===== src/rtl/idt_pkg.sv =====
package idt_pkg;
  localparam int DIR_RX  = 0;
  localparam int DIR_TX  = 1;
  localparam int NUM_DIR = 2;

  typedef struct packed {
    logic pkt_busy;
    logic abs_busy;
    logic expire;
    logic arm;
  } dir_stat_t;
endpackage


===== src/rtl/idt_timer.sv =====
module idt_timer #(
  parameter int DLY_W = 16,
  parameter int PRESC = 128,
  localparam int CW = DLY_W + $clog2(PRESC) + 1
) (
  input  logic             clk_i,
  input  logic             rst_ni,
  input  logic             restart_i,
  input  logic             start_i,
  input  logic             cancel_i,
  input  logic [DLY_W-1:0] delay_i,
  output logic             busy_o,
  output logic             expire_o
);
  logic [CW-1:0] cnt_q;
  logic          busy_q;
  logic [CW-1:0] load_val;
  logic          arm;

  // delay in ticks scaled to core cycles, minus one for the arming edge
  assign load_val = CW'(delay_i) * CW'(PRESC) - CW'(1);
  assign arm      = restart_i | (start_i & ~busy_q);

  always_ff @(posedge clk_i or negedge rst_ni) begin
    if (!rst_ni) begin
      busy_q <= 1'b0;
      cnt_q  <= '0;
    end else if (cancel_i) begin
      busy_q <= 1'b0;
      cnt_q  <= '0;
    end else if (arm) begin
      busy_q <= 1'b1;
      cnt_q  <= load_val;
    end else if (busy_q) begin
      if (cnt_q == '0) busy_q <= 1'b0;
      else             cnt_q  <= cnt_q - CW'(1);
    end
  end

  assign busy_o   = busy_q;
  assign expire_o = busy_q & (cnt_q == '0);
endmodule


===== src/rtl/idt_dir_pair.sv =====
module idt_dir_pair
  import idt_pkg::*;
#(
  parameter int DLY_W = 16,
  parameter int PRESC = 128
) (
  input  logic             clk_i,
  input  logic             rst_ni,
  input  logic             done_i,
  input  logic [DLY_W-1:0] pkt_dly_i,
  input  logic [DLY_W-1:0] abs_dly_i,
  input  logic             cancel_i,
  output dir_stat_t        stat_o
);
  logic pkt_nz, abs_nz;
  logic pkt_restart, abs_start;
  logic pkt_busy, abs_busy, pkt_exp, abs_exp;

  assign pkt_nz      = |pkt_dly_i;
  assign abs_nz      = |abs_dly_i;
  assign pkt_restart = done_i & pkt_nz;
  assign abs_start   = done_i & pkt_nz & abs_nz;

  idt_timer #(.DLY_W(DLY_W), .PRESC(PRESC)) u_pkt (
    .clk_i, .rst_ni,
    .restart_i (pkt_restart),
    .start_i   (1'b0),
    .cancel_i,
    .delay_i   (pkt_dly_i),
    .busy_o    (pkt_busy),
    .expire_o  (pkt_exp)
  );

  idt_timer #(.DLY_W(DLY_W), .PRESC(PRESC)) u_abs (
    .clk_i, .rst_ni,
    .restart_i (1'b0),
    .start_i   (abs_start),
    .cancel_i,
    .delay_i   (abs_dly_i),
    .busy_o    (abs_busy),
    .expire_o  (abs_exp)
  );

  assign stat_o.pkt_busy = pkt_busy;
  assign stat_o.abs_busy = abs_busy;
  assign stat_o.expire   = pkt_exp | abs_exp;
  assign stat_o.arm      = pkt_restart;
endmodule


===== src/rtl/int_delay_timers.sv =====
module int_delay_timers
  import idt_pkg::*;
#(
  parameter int CLK_NS  = 8,
  parameter int TICK_NS = 1024,
  parameter int DLY_W   = 16,
  parameter int LEN_W   = 16
) (
  input  logic             clk_i,
  input  logic             rst_ni,
  input  logic             rx_done_i,
  input  logic [LEN_W-1:0] rx_len_i,
  input  logic             tx_done_i,
  input  logic             tx_dly_en_i,
  input  logic [DLY_W-1:0] rx_pkt_dly_i,
  input  logic [DLY_W-1:0] rx_abs_dly_i,
  input  logic [DLY_W-1:0] tx_pkt_dly_i,
  input  logic [DLY_W-1:0] tx_abs_dly_i,
  input  logic [LEN_W-1:0] small_thr_i,
  input  logic             dly_rd_i,
  input  logic             flush_bit_i,
  input  logic             int_post_i,
  output logic             rx_cause_o,
  output logic             tx_cause_o,
  output logic             small_cause_o,
  output logic             flush_clr_o,
  output logic             rx_pkt_busy_o,
  output logic             rx_abs_busy_o,
  output logic             tx_pkt_busy_o,
  output logic             tx_abs_busy_o
);
  localparam int PRESC = TICK_NS / CLK_NS;

  logic                 done   [NUM_DIR];
  logic [DLY_W-1:0]     pkt_dly[NUM_DIR];
  logic [DLY_W-1:0]     abs_dly[NUM_DIR];
  dir_stat_t            stat   [NUM_DIR];
  logic [NUM_DIR-1:0]   pending;
  logic [NUM_DIR-1:0]   expired;

  logic rx_now, small_now, flush_now, fire;
  logic rx_cause_d, tx_cause_d;

  assign done[DIR_RX]    = rx_done_i;
  assign done[DIR_TX]    = tx_done_i & tx_dly_en_i;
  assign pkt_dly[DIR_RX] = rx_pkt_dly_i;
  assign pkt_dly[DIR_TX] = tx_pkt_dly_i;
  assign abs_dly[DIR_RX] = rx_abs_dly_i;
  assign abs_dly[DIR_TX] = tx_abs_dly_i;

  for (genvar d = 0; d < NUM_DIR; d++) begin : g_dir
    idt_dir_pair #(.DLY_W(DLY_W), .PRESC(PRESC)) u_pair (
      .clk_i, .rst_ni,
      .done_i    (done[d]),
      .pkt_dly_i (pkt_dly[d]),
      .abs_dly_i (abs_dly[d]),
      .cancel_i  (fire),
      .stat_o    (stat[d])
    );
    // running or arming this cycle: folded into any posting
    assign pending[d] = stat[d].pkt_busy | stat[d].abs_busy | stat[d].arm;
    assign expired[d] = stat[d].expire;
  end

  assign rx_now    = rx_done_i & ~(|rx_pkt_dly_i);
  assign small_now = rx_done_i & (rx_len_i <= small_thr_i);
  assign flush_now = dly_rd_i & flush_bit_i;
  assign fire      = int_post_i | rx_now | small_now | flush_now | (|expired);

  assign rx_cause_d = rx_now | flush_now | (fire & pending[DIR_RX]);
  assign tx_cause_d = fire & pending[DIR_TX];

  always_ff @(posedge clk_i or negedge rst_ni) begin
    if (!rst_ni) begin
      rx_cause_o    <= 1'b0;
      tx_cause_o    <= 1'b0;
      small_cause_o <= 1'b0;
      flush_clr_o   <= 1'b0;
    end else begin
      rx_cause_o    <= rx_cause_d;
      tx_cause_o    <= tx_cause_d;
      small_cause_o <= small_now;
      flush_clr_o   <= flush_now;
    end
  end

  assign rx_pkt_busy_o = stat[DIR_RX].pkt_busy;
  assign rx_abs_busy_o = stat[DIR_RX].abs_busy;
  assign tx_pkt_busy_o = stat[DIR_TX].pkt_busy;
  assign tx_abs_busy_o = stat[DIR_TX].abs_busy;
endmodule


===== config.mk =====
export PLATFORM = sky130hd
export DESIGN_NAME = int_delay_timers
export DESIGN_NICKNAME = d
export VERILOG_FILES = /design/src/rtl/idt_pkg.sv /design/src/rtl/idt_timer.sv /design/src/rtl/idt_dir_pair.sv /design/src/rtl/int_delay_timers.sv
export SDC_FILE = /design/constraint.sdc
export NUM_CORES = 1
export LEC_CHECK = 0
export BUFFER_PORTS_ARGS = -buffer_cell sky130_fd_sc_hd__buf_2
export CORE_MARGIN = 2
export CORE_UTILIZATION = 45
export DETAILED_ROUTE_END_ITERATION = 8
export PLACE_DENSITY = 0.65
export SYNTH_ARGS = -nofsm -noshare
export SYNTH_HDL_FRONTEND = slang
export SYNTH_SLANG_ARGS = --single-unit

===== constraint.sdc =====
create_clock -name clk_i -period 3.72 [get_ports clk_i]
set_input_delay 0 -clock clk_i [delete_from_list [all_inputs] [get_ports clk_i]]
set_output_delay 0 -clock clk_i [all_outputs]
set_load 0.02 [all_outputs]

# --- Yosys cells after proc, flatten, opt, wreduce, memory -nomap -nowiden ---
# Index checks and enable logic that the tools add are counted.
word_totals:
  reg_bits: 104
  latch_bits: 0
  ram_bits: 0
  romBits: 0
  out_inout_bits: 8
  wordCells: 105
  n_memories: 0
op_classes:
  addsub: 8
  multipliers: 0
  div_mod_pow: 0
  magnitude_cmp: 1
  n_eq_ne: 4
  shifts: 0
  n_mux: 32
  bitwise: 31
  reduce_logical: 17
ops:
  columns: ["op", "count"]
  rows:
  - ["$mux 24", 16]
  - ["$logic_not 24->1", 4]
  - ["$sub 23x1->24 const B", 4]
  - ["$sub 24x1->24 const B", 4]
  - ["$reduce_or 16->1", 4]
  - ["$and 1x1->1", 16]
  - ["$le 16x16->1", 1]
  - ["$mux 1", 16]
  - ["$or 1x1->1", 12]
  - ["$reduce_bool 3->1", 4]
  - ["$reduce_and 2->1", 4]
  - ["$ne 3x2->1 const B", 2]
  - ["$ne 3x3->1 const B", 2]
  - ["$not 1->1", 3]
  - ["$reduce_or 2->1", 1]

# --- Depth between registers and ports, before layout ---
logic_depth:
  word_depth: 9
  mapped_depth: 11
  depth_no_buf: 8

# --- Cells and area by module ---
# Synthesis repeated with hierarchy kept, for this count alone.
hier_totals:
  cells_unflattened: 989
  hier_area_um2: 8558.2
modules_own_cells:
  columns: ["module", "n_inst", "cells_per_inst", "area_per_inst_um2", "seq_area_each_um2"]
  rows:
  - ["idt_timer (g_dir[0].u_pair.u_abs ...)", 3, 220, 1930.6, 625.6]
  - ["idt_timer (g_dir[1].u_pair.u_pkt)", 1, 214, 1919.3, 625.6]
  - ["int_delay_timers", 1, 81, 631.9, 100.1]
  - ["idt_dir_pair", 2, 17, 107.6, 0.0]

# --- Worst setup path after synthesis ---
# No wires, ideal clock.
synth_timing:
  kind: "reg-to-reg"
  start: "reg g_dir[1].u_pair.u_abs.cnt_q[5]"
  end: "reg g_dir[1].u_pair.u_abs.cnt_q[19]"
  setup_ns: 0.087
  arrival_ns: 2.500
  t_required_ns: 3.633
  path_slack_ns: 1.133
  path_stages_with_launch: 8
  path_buffers: 1
  synth_period_minus_slack_ns: 2.587
  path_cell_list: "dfrtp_1 or4_4 or4_1 buf_2 or4_4 a211oi_1 a21oi_1 a211oi_2"
synth_between:
  elab_chain_cells: 7
  elab_cells_between_ends: 13
synth_lines:
  columns: ["item", "line_no", "text"]
  rows:
  - ["start: declaration", "idt_timer.sv:15", "logic [CW-1:0] cnt_q;"]
  - ["start signal: assignment", "idt_timer.sv:33", "cnt_q <= load_val;"]
  - ["start signal: assignment", "idt_timer.sv:36", "else cnt_q <= cnt_q - CW'(1);"]
  - ["branches (longest 7 deep; another with $sub 24x1->24)", null, null]
# Several ways; the timed one is not identified. The select of a mux whose other input is x is not followed.
# A chain may end at the register's enable or synchronous reset.

# --- Worst setup path in the final report ---
layout_timing:
  start: "reg g_dir[0].u_pair.u_pkt.cnt_q[0]"
  end: "reg g_dir[1].u_pair.u_pkt.cnt_q[10]"
layout_between:
  elab_chain_cells: 7
  elab_cells_between_ends: 9
layout_lines:
  columns: ["item", "line_no", "text"]
  rows:
  - ["start: declaration", "idt_timer.sv:15", null]
  - ["start signal: assignment", "idt_timer.sv:33", null]
  - ["start signal: assignment", "idt_timer.sv:36", null]
  - ["$logic_not 24->1 *", "idt_timer.sv:41", "assign expire_o = busy_q & (cnt_q == '0);"]
  - ["$and 1x1->1 *", "idt_timer.sv:41", null]
  - ["$or 1x1->1 *", "idt_dir_pair.sv:46", "assign stat_o.expire = pkt_exp | abs_exp;"]
  - ["$reduce_or 2->1 *", "int_delay_timers.sv:68", "assign fire = int_post_i | rx_now | small_now | flush_now | (|expired);"]
  - ["$or 1x1->1 *", "int_delay_timers.sv:68", null]
  - ["$ne 3x2->1 (no line) or $reduce_bool 3->1 (tied branches)", null, null]
  - ["$reduce_and 2->1 (no line)", null, null]
  - ["end signal: assignment", "idt_timer.sv:33", null]
  - ["end signal: assignment", "idt_timer.sv:36", null]
  - ["end: declaration", "idt_timer.sv:15", null]
# Every way passes the cells marked *; elsewhere a longest branch is shown, timed or not.

==> results.md <==
- Final Net Count: around 1,100
- Final Hold Fails: 0
- Startpoint Class: flip-flop
- Routability cong.: 0.815
- Worst slew pin tran: 1.12 ns
- Setup TNS: 0 ns
- Outcome: completed
- CTS tree: yes
- Syn Nets: 1,006
- Post-synthesis compound-gate area fraction: 0.153
- Initial DRC count: 353
- Main synth FF type: dfrtp_1
- Final min period: 3.05 ns
- EDFF count, synth: 0
- GRT overflow: 0
- Fin crit share: 0.820
- Initial cell density of the core: 0.457
- Initial antenna violation count: 0
- Post-Syn Instances: about 880
- Hold Slack: around 0.00035 ns
- Clk_skew: roughly 0.0052 ns
- Crit path capture type: flip-flop
- Dpl hpwl: ~13 mm
- DRC violations left: 0
- Final Non-Filler Cells: between 1,000 and 1,500
- Htree depth: 3
- Core Region: 16,500 sq um
- Max frequency: 328 MHz
- First-pass GRT wire length: 29.9 mm
- Largest family of logic cells by synthesized area: simple AND/OR/NAND/NOR gates
- Post-Synth Adder-Cell Area: 0.0449
- Yosys reg bits: 104
- DR vias/cell: roughly 5.5
- Total track usage: 0.206
- Fin area: between 8000 and 9000 sq um
- Skew-Pair Late Insertion Delay: around 0.35 ns
- Port bufs: 111
- Antenna cells: 0
- Final max-slew violation count: 0
- Post-DRT Antenna Nets: 0
- RSZ-0062 raised after global routing: false
- Pleak: 0.00380 uW
- Syn Area/Cell: 8.60 sq um
- Most frequent cells in the layout: buf_2 (110), dfrtp_1 (104), nor2_1 (91)
- Share of cells above drive strength 1: 0.163
- Min-Delay Path Class: input port to flip-flop
- Pwr Density: 359 nW/um^2
- VDD IR-drop max: ~0.00025 V
- Number of fill cells: around 1,600
- Inst Count DP: 1,186
- Async set-reset flop share out of synthesis: 1.00
- Routed WL: 17.8 mm
- Arrival time at the worst endpoint: 3.31 ns
- Vias: 6,681
- Post-synthesis cell type count: 63
- Crit path kind: flip-flop to flip-flop
- Commonest non-fill, non-tap cell in the layout: buf_2
- Longest Clk Path Bufs: 2
- CP Data Required Time: 3.98 ns
- Mux contribution to synthesized area: 0.00549
- DRT Pass-1 Iters: 5
- Max-cap viol count: 0
- Max FO, Critical Path: 34
- Resize count post-CTS: 0
- Largest net degree at the start of global routing: 47
- Vias in the first global route: 6,371
- Endpoints failing setup: 0
- Total Power: 3180 uW
- Syn Std Cell Area: between 7000 and 8000 sq um
- Clock Tree Root: clkbuf_16
- Area delta synth->final: 17.9%
- Clock slew at reported path FFs: 0.07 ns
- CTS sink count: 104
- Row cnt: between 40 and 50
- WL/cell: about 15 um
- I/O Pins: 112
- Post-synthesis sequential area ratio: 0.346
- CTS Buf Count: 9
- Die W: between 100 and 150 um
- Relative slew margins: 0.249
- Synth warn: 0
- DIE HEIGHT: roughly 130 um
- Die area: 17,800 sq um
- Simple-gate share of the synthesized area: 0.275
- Placed standard-cell area: roughly 8400 sq um
- Xor and xnor area share after synthesis: 0.138
## path summary, 6_finish.rpt
kind,start,end,slack (ns),depth (start not counted)
hold reg to reg,g_dir[0].u_pair.u_abs.cnt_q[4],g_dir[0].u_pair.u_abs.cnt_q[4],0.53,1
min in group asynchronous,rst_ni,g_dir[0].u_pair.u_pkt.cnt_q[18],0.09,2
max in group asynchronous,rst_ni,g_dir[1].u_pair.u_abs.cnt_q[10],2.75,3
setup / recovery,g_dir[0].u_pair.u_pkt.cnt_q[0],g_dir[1].u_pair.u_pkt.cnt_q[10],0.67,9
setup reg to reg,g_dir[0].u_pair.u_pkt.cnt_q[0],g_dir[1].u_pair.u_pkt.cnt_q[10],0.67,9
hold / removal,dly_rd_i,flush_clr_o,0.0003,2
## where the power goes
group          total [uW]  switching [uW]  internal, uW  leakage [uW]
combinational         863             510           354       0.00223
sequential           1290            84.1          1210       0.00141
clock                1030             420           607      0.000152
## state kept, by name, summed over array words and instances, names as in the netlist
| signal | count |
|---|---|
| small_cause_o | 1 |
| flush_clr_o | 1 |
| g_dir.u_pair.u_pkt.busy_o | 2 |
| g_dir.u_pair.u_abs.busy_o | 2 |
| rx_cause_o | 1 |
| tx_cause_o | 1 |
| g_dir.u_pair.u_abs.cnt_q | 48 |
| g_dir.u_pair.u_pkt.cnt_q | 48 |
## layout make-up
class | instances | area [sq um] | area share
multi-input cells | 699 | 4650 | 0.524
flip-flops and latches | 104 | 2600 | 0.293
repair buffers | 144 | 878 | 0.0990
well taps | 220 | 275 | 0.0310
clock buffers | 11 | 243 | 0.0274
inverters | 38 | 143 | 0.0161
clock inverters | 5 | 80.1 | 0.00902
## cells in the mapped netlist, types with 3 or more instances
master,n,area [sq um]
a211oi_1,64,480
a21boi_0,4,30.0
a21oi_1,50,250
a2bb2oi_1,3,26.3
a31oi_1,9,56.3
and2_1,5,31.3
and3_1,9,56.3
buf_1,4,15.0
buf_2,10,50.1
clkbuf_1,20,75.1
dfrtp_1,104,2600
ha_1,27,338
inv_1,38,143
mux2i_1,3,30.0
nand2_1,56,210
nand2b_1,9,56.3
nand3_1,24,120
nand3b_1,4,30.0
nand4_1,8,50.1
nor2_1,91,342
nor2b_1,5,31.3
nor3_1,39,195
nor3b_1,8,60.1
nor4_1,48,300
nor4b_1,13,114
o211ai_1,3,22.5
o21ai_0,14,70.1
o31a_1,4,35.0
o31ai_1,3,22.5
or2_2,5,31.3
or3_1,21,131
or4_1,17,128
or4_4,3,33.8
xnor2_1,60,526
xor2_1,59,517
## layer usage
metal	vias up	routed length, um	share of wire	track usage
met4	0	261	0.015	0.0644
met3	18	541	0.030	0.0228
met1	3092	8610	0.48	0.277
li1	3453	-	-	-
met5	-	0	0	0
met2	118	8390	0.47	0.349
## cells by family (layout without fill, tap and decap cells)
kind of cell	after synthesis	count (layout)
compound gates	169	169
xor+xnor	119	119
fa+ha+maj	27	27
buf+inv	72	198
flops	104	104
mux	4	4
simple gates	380	380
## repair_timing
action / 4_1_cts / 5_1_grt
endpoints found under the hold margin: 41 / 0
hold buffers: 19 / 0
buffers inserted: 0 / 0
## per-stage QoR
stage	utilization	setup WS [ns]
after floorplan	-	1.13
after global placement	0.508	0.747
after detailed placement	0.508	0.674
after CTS	0.539	0.638
after global routing	0.539	0.411
final	0.539	0.671
## critical path, cell delays in order (launching register included)
cell and delay [ns]:
dfrtp_1 0.38, inv_1 0.05, ha_1 0.22, nor4b_1 0.16
and2_1 0.22, and4_1 0.23, nor4_1 0.67, nand3_4 0.47
buf_12 0.32, a211oi_1 0.21
Power figures use the tool's default switching activity.
